[src/rtl/irqvr_pkg.sv]
// Package: shared types for the interrupt vector resolver.
// Assumes: nothing beyond the enum encoding being private to the block.
package irqvr_pkg;

    typedef enum logic [2:0] {
        ST_IDLE  = 3'd0,
        ST_ACK   = 3'd1,
        ST_RD_LO = 3'd2,
        ST_RD_HI = 3'd3,
        ST_DONE  = 3'd4
    } irqvr_state_e;

endpackage

[src/rtl/irqvr_page_reg.sv]
// Module: irqvr_page_reg
// Holds the table page byte, loaded through a write strobe.
// Assumes: synchronous active-low reset clears the page to zero.
module irqvr_page_reg #(
    parameter int BYTE_W = 8
) (
    input  logic              clk,
    input  logic              rst_n,
    input  logic              we,
    input  logic [BYTE_W-1:0] wdata,
    output logic [BYTE_W-1:0] page
);

    // Page storage: cleared by reset, replaced on a write strobe.
    always_ff @(posedge clk) begin
        if (!rst_n) begin
            page <= '0;
        end else if (we) begin
            page <= wdata;
        end
    end

endmodule

[src/rtl/irqvr_ptr_gen.sv]
// Module: irqvr_ptr_gen
// Freezes the table pointer {page, vector} when the vector is sampled, and
// produces the read address: the pointer, or the pointer plus one with a
// full carry into the page byte.
// Assumes: latch is high in exactly the acknowledge cycle.
module irqvr_ptr_gen #(
    parameter int BYTE_W = 8
) (
    input  logic                clk,
    input  logic                rst_n,
    input  logic                latch,
    input  logic [BYTE_W-1:0]   page,
    input  logic [BYTE_W-1:0]   vec,
    input  logic                sel_hi,
    output logic [2*BYTE_W-1:0] addr
);

    localparam int ADDR_W = 2 * BYTE_W;

    logic [ADDR_W-1:0] ptr_q;

    // Pointer register: captured once per sequence, with vector bit 0 untouched.
    always_ff @(posedge clk) begin
        if (!rst_n) begin
            ptr_q <= '0;
        end else if (latch) begin
            ptr_q <= {page, vec};
        end
    end

    // Address select: the second byte uses a full-width increment that wraps.
    always_comb begin
        addr = sel_hi ? (ptr_q + ADDR_W'(1)) : ptr_q;
    end

endmodule

[src/rtl/irqvr_seq.sv]
// Module: irqvr_seq
// Sequencer: idle -> acknowledge -> read low byte -> read high byte -> done.
// Captures the low byte, then assembles the little-endian target.
// Assumes: rd_ready is only meaningful while rd_req is high.
module irqvr_seq
    import irqvr_pkg::*;
#(
    parameter int BYTE_W = 8
) (
    input  logic                clk,
    input  logic                rst_n,
    input  logic                irq_pend,
    input  logic                rd_ready,
    input  logic [BYTE_W-1:0]   rd_data,
    output logic                ack,
    output logic                latch,
    output logic                rd_req,
    output logic                sel_hi,
    output logic                done,
    output logic [2*BYTE_W-1:0] target
);

    irqvr_state_e      state_q, state_d;
    logic [BYTE_W-1:0] lo_q;

    // Next-state logic: a request is considered only in idle, and reads wait for ready.
    always_comb begin
        state_d = state_q;
        unique case (state_q)
            ST_IDLE:  if (irq_pend) state_d = ST_ACK;
            ST_ACK:   state_d = ST_RD_LO;
            ST_RD_LO: if (rd_ready) state_d = ST_RD_HI;
            ST_RD_HI: if (rd_ready) state_d = ST_DONE;
            ST_DONE:  state_d = ST_IDLE;
            default:  state_d = ST_IDLE;
        endcase
    end

    // State register.
    always_ff @(posedge clk) begin
        if (!rst_n) begin
            state_q <= ST_IDLE;
        end else begin
            state_q <= state_d;
        end
    end

    // Data capture: low byte on the first accepted read, full target on the second.
    always_ff @(posedge clk) begin
        if (!rst_n) begin
            lo_q   <= '0;
            target <= '0;
        end else if (rd_ready && state_q == ST_RD_LO) begin
            lo_q <= rd_data;
        end else if (rd_ready && state_q == ST_RD_HI) begin
            target <= {rd_data, lo_q};
        end
    end

    // Output decode from the current state.
    always_comb begin
        ack    = (state_q == ST_ACK);
        latch  = (state_q == ST_ACK);
        rd_req = (state_q == ST_RD_LO) || (state_q == ST_RD_HI);
        sel_hi = (state_q == ST_RD_HI);
        done   = (state_q == ST_DONE);
    end

endmodule

[src/rtl/irq_vector_resolver.sv]
// Module: irq_vector_resolver (top)
// Resolves a vectored interrupt into a 16-bit service routine address by
// reading a two-byte entry from a table addressed by {page, vector}.
// Assumes: the device holds ack_vec valid while ack is high; the memory
// behind the read port answers each request with rd_ready eventually.
module irq_vector_resolver #(
    parameter int BYTE_W = 8
) (
    input  logic                clk,
    input  logic                rst_n,
    input  logic                page_we,
    input  logic [BYTE_W-1:0]   page_wdata,
    input  logic                irq_pend,
    output logic                ack,
    input  logic [BYTE_W-1:0]   ack_vec,
    output logic                rd_req,
    output logic [2*BYTE_W-1:0] rd_addr,
    input  logic                rd_ready,
    input  logic [BYTE_W-1:0]   rd_data,
    output logic                done,
    output logic [2*BYTE_W-1:0] target
);

    logic [BYTE_W-1:0] page_q;
    logic              latch;
    logic              sel_hi;

    irqvr_page_reg #(.BYTE_W(BYTE_W)) u_page (
        .clk   (clk),
        .rst_n (rst_n),
        .we    (page_we),
        .wdata (page_wdata),
        .page  (page_q)
    );

    irqvr_ptr_gen #(.BYTE_W(BYTE_W)) u_ptr (
        .clk    (clk),
        .rst_n  (rst_n),
        .latch  (latch),
        .page   (page_q),
        .vec    (ack_vec),
        .sel_hi (sel_hi),
        .addr   (rd_addr)
    );

    irqvr_seq #(.BYTE_W(BYTE_W)) u_seq (
        .clk      (clk),
        .rst_n    (rst_n),
        .irq_pend (irq_pend),
        .rd_ready (rd_ready),
        .rd_data  (rd_data),
        .ack      (ack),
        .latch    (latch),
        .rd_req   (rd_req),
        .sel_hi   (sel_hi),
        .done     (done),
        .target   (target)
    );

endmodule

[config.mk]
export PLATFORM = sky130hd
export DESIGN_NAME = irq_vector_resolver
export DESIGN_NICKNAME = d
export VERILOG_FILES = /design/src/rtl/irqvr_pkg.sv /design/src/rtl/irqvr_page_reg.sv /design/src/rtl/irqvr_ptr_gen.sv /design/src/rtl/irqvr_seq.sv /design/src/rtl/irq_vector_resolver.sv
export SDC_FILE = /design/constraint.sdc
export NUM_CORES = 1
export LEC_CHECK = 0
export BUFFER_PORTS_ARGS = -buffer_cell sky130_fd_sc_hd__buf_4
export CORE_MARGIN = 2
export CORE_UTILIZATION = 46
export DETAILED_ROUTE_END_ITERATION = 10
export PLACE_DENSITY = 0.75
export SYNTH_ARGS = -nofsm -noshare
export SYNTH_HDL_FRONTEND = slang
export SYNTH_SLANG_ARGS = --single-unit
[constraint.sdc]
create_clock -name clk -period 1.3 [get_ports clk]
set_input_delay 0.13 -clock clk [delete_from_list [all_inputs] [get_ports clk]]
set_output_delay 0.13 -clock clk [all_outputs]
set_load 0.01 [all_outputs]
After elaboration in Yosys (flattened, before gate mapping)
Cells that the tools add are included.
{"block": "word_totals", "ff_bits": 51, "latchBits": 0, "mem_bits_rw": 0, "mem_bits_ro": 0, "in_bits": 29, "word_cells": 25, "memories": 0}
{"block": "op_classes", "addsub": 1, "mul": 0, "n_div": 0, "order_cmp": 0, "n_eq_ne": 7, "shift": 0, "muxes": 5, "bitwise": 1, "reduce_logical": 6}
{"cell": "16-bit by 1-bit adder with 16-bit output, second input constant", "count": 1}
{"cell": "16-bit two-way mux", "count": 1}
{"cell": "3-bit one-hot mux with 4 select lines", "count": 1}
{"cell": "3-bit two-way mux", "count": 3}
{"cell": "3-bit by 2-bit equality test with 1-bit output, second input constant", "count": 2}
{"cell": "2-bit inequality test, second input constant", "count": 3}
{"cell": "3-bit by 1-bit equality test with 1-bit output, second input constant", "count": 1}
{"cell": "3-bit equality test, second input constant", "count": 1}
{"cell": "3-bit zero test", "count": 1}
{"cell": "3-bit AND reduction", "count": 1}
{"cell": "1-bit logical AND", "count": 2}
{"cell": "2-bit AND reduction", "count": 1}
{"cell": "1-bit logical OR", "count": 1}
{"cell": "1-bit NOT", "count": 1}

Logic depth before layout (Yosys ltp)
{"block": "logic_depth", "word_depth": 4, "ltp_mapped": 7, "depth_no_buf": 5}

By module
A second synthesis with hierarchy kept.
{"block": "hier_totals", "cells_unflattened": 239, "hier_area_um2": 2319.7}
{"mod": "irqvr_seq", "instances": 1, "cells_per_inst": 119, "area_each_um2": 1083.5, "seq_area_each_um2": 540.5}
{"mod": "irqvr_ptr_gen", "instances": 1, "cells_per_inst": 95, "area_each_um2": 934.6, "seq_area_each_um2": 320.3}
{"mod": "irqvr_page_reg", "instances": 1, "cells_per_inst": 25, "area_each_um2": 301.5, "seq_area_each_um2": 160.2}

Least setup slack after synthesis
No wires, ideal clock.
{"block": "synth_path", "path_kind": "flip-flop to output port", "start": "reg u_ptr.ptr_q[0]", "end": "out rd_addr[14]", "arrival_ns": 1.340, "required_time_ns": 1.170, "setup_slack_ns": -0.170, "stages_incl_launch_ff": 6, "path_buffers": 0, "cell_sequence": "dfxtp_1 ha_1 nand4b_1 nor3_2 nand4_1 xnor2_1"}
{"block": "synth_between", "elab_chain_len": 2}
{"item": "from (decl)", "line": "irqvr_ptr_gen.sv:20", "rtl": "logic [ADDR_W-1:0] ptr_q;"}
{"item": "from (signal assigned)", "line": "irqvr_ptr_gen.sv:27", "rtl": "ptr_q <= {page, vec};"}
{"item": "16-bit by 1-bit adder with 16-bit output", "line": "irqvr_ptr_gen.sv:33", "rtl": "addr = sel_hi ? (ptr_q + ADDR_W'(1)) : ptr_q;"}
{"item": "16-bit two-way mux", "line": "irqvr_ptr_gen.sv:33"}
{"item": "to (decl)", "line": "irq_vector_resolver.sv:17", "rtl": "output logic [2*BYTE_W-1:0] rd_addr,"}
Every way passes these cells.

Final worst setup path
Same ends and word-level chain as after synthesis.

==> impl_metrics.env <==
export IMPL_cts_sinks=51
export IMPL_setup_violations=43
export IMPL_netlist_instances=256
export IMPL_end_kind="primary output"
export IMPL_hold_path_class="primary input to flip-flop"
export IMPL_vias=2033
export IMPL_finalSetupTns_ns=-7.96
export IMPL_syn_mean_instance_area_sq_um=8.87
export IMPL_fin_worst_skew_ns=0.00879
export IMPL_ys_seq_elements=51
export IMPL_seq_power_share_pct=51.7
export IMPL_grt_max_degree=52
export IMPL_synth_area_leaders="dfxtp_1 45%, nand2_1 12%, a21boi_0 7.3%"
export IMPL_hpwl_mm=3.43
export IMPL_wl_mm=5.33
export IMPL_critPathMaxFanout=5
export IMPL_crit_required_ns=1.17
export IMPL_drv_slew=0
export IMPL_pre_cts_ws_ns=-0.158
export IMPL_cp_common_cell="buf_4"
export IMPL_rsz0062_at_grt="true"
export IMPL_ant_nets=0
export IMPL_maxCapViolations=0
export IMPL_period_share_pct=142
export IMPL_synth_cell_types=30
export IMPL_area_delta_synth_final_pct=60.2
export IMPL_hp_start="ack_vec[6]"
export IMPL_drc=0
export IMPL_max_slew_margin_pct=72.7
export IMPL_cts_tree="done"
export IMPL_status="finished, violations left"
export IMPL_clockRootBuffer="clkbuf_8"
export IMPL_port_buffers=63
export IMPL_ios=64
export IMPL_yosys_area_top_type="dfxtp_1"
export IMPL_power_frac_comb_pct=18.9
export IMPL_postLayoutSetupSlackWorst_ns=-0.547
export IMPL_drive_gt1_share_pct=48.7
export IMPL_routedWlPerCell_um=12.5
export IMPL_diodes=0
export IMPL_cellPowerDensity_nw_per_um2=886
export IMPL_postSynthNetCount=286
export IMPL_fillCellCount=330
export IMPL_violations="setup timing"
export IMPL_synthesis_area_sq_um=2270
export IMPL_cp_slowest_stage_delay_ns=0.37
export IMPL_place_congestion=0.767
export IMPL_min_period_ns=1.85
export IMPL_cp_slowest_cell="dfxtp_2"
export IMPL_worst_pin_slew_ns=0.410
export IMPL_cts_buffer_depth=2
export IMPL_core_area_sq_um=4750
export IMPL_nets=388
export IMPL_cp_arrival_ns=1.72
export IMPL_die_w_um=74.3
export IMPL_intPower_uw=2410
export IMPL_die_height_um=74.3
export IMPL_worstReg2RegStart="u_seq.state_q[2]$_SDFFE_PN0P_"
export IMPL_worstSetupStartpoint="u_ptr.ptr_q[0]$_SDFFE_PN0P_"
export IMPL_worstSkewPairLatency_ns=0.30
export IMPL_firstDrtPassIters=4
export IMPL_hold_slack_ns=0.0695
export IMPL_cp_cell_sequence="ha_1, nand4b_1, nor3_2, buf_4, nand4_1, xnor2_1, buf_4"
export IMPL_power_switching_uw=813
export IMPL_grt_use_total_pct=18.6
export IMPL_final_area_sq_um=3640
export IMPL_ys_warn_count=0
export IMPL_grt_pass1_wl_mm=7.96
export IMPL_crit_type="flip-flop to primary output"
export IMPL_fin_util_pct=76.5
export IMPL_fmax_ghz=0.541
export IMPL_grt_pass1_vias=1848
export IMPL_clkTransAtPathRegs_ns=0.09
export IMPL_htreeDepth=2
export IMPL_antenna_found_initial=0
export IMPL_drt_iter0_drc=76
export IMPL_yosysSeqAreaShare_pct=45.0
export IMPL_rows=25
export IMPL_gr_total_overflow=0
export IMPL_die_area_sq_um=5510
export IMPL_p_clk_share_pct=29.4
export IMPL_hold_viol_final=0
export IMPL_cp_start_kind="flip-flop"
export IMPL_total_leakage_power_uw=0.00171
export IMPL_start_util_pct=47.8
export IMPL_cts_buffers=5
export IMPL_swShare_pct=25.2
export IMPL_place_area_sq_um=3080
export IMPL_synth_top_area_share_pct=45.0
export IMPL_ir_drop_uv=651
export IMPL_viasPerCell=4.77
## critical path: cells and delay by family, from the launching register on
family                     cells  cell delay (ns)
adders and majority gates      1             0.17
xor gates and xnor gates       1             0.14
buffers and inverters          2             0.30
DFF                            1             0.37
and+or+nand+nor                3             0.45
## placed cells by master, fill, tap and decap left out, types with 2 or more instances in the layout
| master | instances |
|---|---|
| dfxtp_1 | 42 |
| nor2_4 | 4 |
| xor2_1 | 6 |
| buf_4 | 85 |
| buf_8 | 3 |
| nand3_1 | 4 |
| xnor2_1 | 3 |
| nor2b_1 | 16 |
| nand3_2 | 3 |
| mux2i_1 | 16 |
| buf_6 | 15 |
| and3_1 | 3 |
| nand2_4 | 12 |
| dfxtp_4 | 2 |
| clkbuf_8 | 6 |
| nand4_1 | 3 |
| buf_12 | 4 |
| a21boi_2 | 6 |
| a21boi_0 | 5 |
| xnor2_2 | 7 |
| clkinv_4 | 2 |
| dfxtp_2 | 7 |
| nand2_1 | 55 |
| nand2_2 | 7 |
| and2_4 | 2 |
| a21boi_1 | 21 |
| nor2_1 | 2 |
## layout make-up
class | count | area [sq um] | share of cell area (%)
flip-flops and latches | 51 | 1040 | 28.5
clock buffers | 6 | 82.6 | 2.27
well taps | 67 | 83.8 | 2.30
clock inverters | 2 | 16.3 | 0.447
repair buffers | 109 | 985 | 27.1
inverters | 2 | 12.5 | 0.344
multi-input cells | 189 | 1420 | 39.0
## cells in the mapped netlist
cell type	n
nand3b_2	1
xor2_1	6
xnor2_1	10
nand2_2	1
nor3_2	2
buf_4	1
ha_1	1
nor3b_1	1
a21boi_1	10
buf_2	4
nor2_1	6
and3b_1	2
or2_4	1
a22oi_1	1
a21boi_0	22
mux2i_1	16
nand2_1	73
clkbuf_1	7
nand3_1	7
nor2b_1	17
inv_1	1
and2_1	3
clkinv_1	1
buf_6	2
dfxtp_1	51
nand4b_1	1
and3_1	3
nor4bb_1	1
nor4_4	1
nand4_1	3
## final timing paths
kind | endpoint | slack, ns | cells after the start
worst min register to register | u_seq.target[4]$_SDFFE_PN0P_ | 0.45 | 2
worst min-delay path | u_ptr.ptr_q[6]$_SDFFE_PN0P_ | 0.07 | 3
worst max register to register | u_seq.lo_q[6]$_SDFFE_PN0P_ | -0.10 | 7
worst max-delay path | rd_addr[14] | -0.55 | 7
## routing by layer
| layer | wire (um) | track usage, % | share of wire [%] |
|---|---|---|---|
| met5 | 0 | 0 | 0 |
| met4 | 70 | 4.76 | 1.3 |
| met3 | 296 | 5.96 | 5.6 |
| met2 | 2780 | 32.9 | 52 |
| met1 | 2190 | 21.7 | 41 |
## through the flow
step                std cells  total power (uW)
global placement          405              2140
detailed placement        405              2140
global route              426              3370
finish                    426              3220
floorplan                 256              1930
CTS                       420              3170
## sequential cells by signal, indices dropped and copies added (netlist names)
| register | flops |
|---|---|
| u_page.page | 8 |
| u_ptr.ptr_q | 16 |
| u_seq.state_q | 3 |
| u_seq.lo_q | 8 |
| u_seq.target | 16 |
## cell families (layout without fill, tap and decap cells)
logic type | count (synthesis) | count (layout) | share of synthesized area (%)
AOI/OAI and AO/OA | 33 | 33 | 10.9
xor gates and xnor gates | 16 | 16 | 6.17
adders and majority gates | 1 | 1 | 0.551
buffers and inverters | 16 | 119 | 3.69
DFF | 51 | 51 | 45.0
muxes | 16 | 16 | 7.05
and+or+nand+nor | 123 | 123 | 26.7
## power by group through the flow
stage / combinational, uW / clock (uW) / sequential (uW)
2_1_floorplan: 229 / 0 / 1700
3_3_place_gp: 445 / 0 / 1690
3_5_place_dp: 451 / 0 / 1690
4_1_cts: 535 / 972 / 1660
5_1_grt: 658 / 1040 / 1670
6_report: 610 / 947 / 1670
## what timing repair did
| action | in CTS | in global routing |
|---|---|---|
| resized for setup | 32 | 71 |
| endpoints found under the setup margin | 44 | 59 |
| buffers inserted | 7 | 6 |
| hold buffers | 0 | 0 |
| pin swaps | 6 | 49 |
| gates cloned | 1 | 1 |
(Power assumes the default switching activity.)
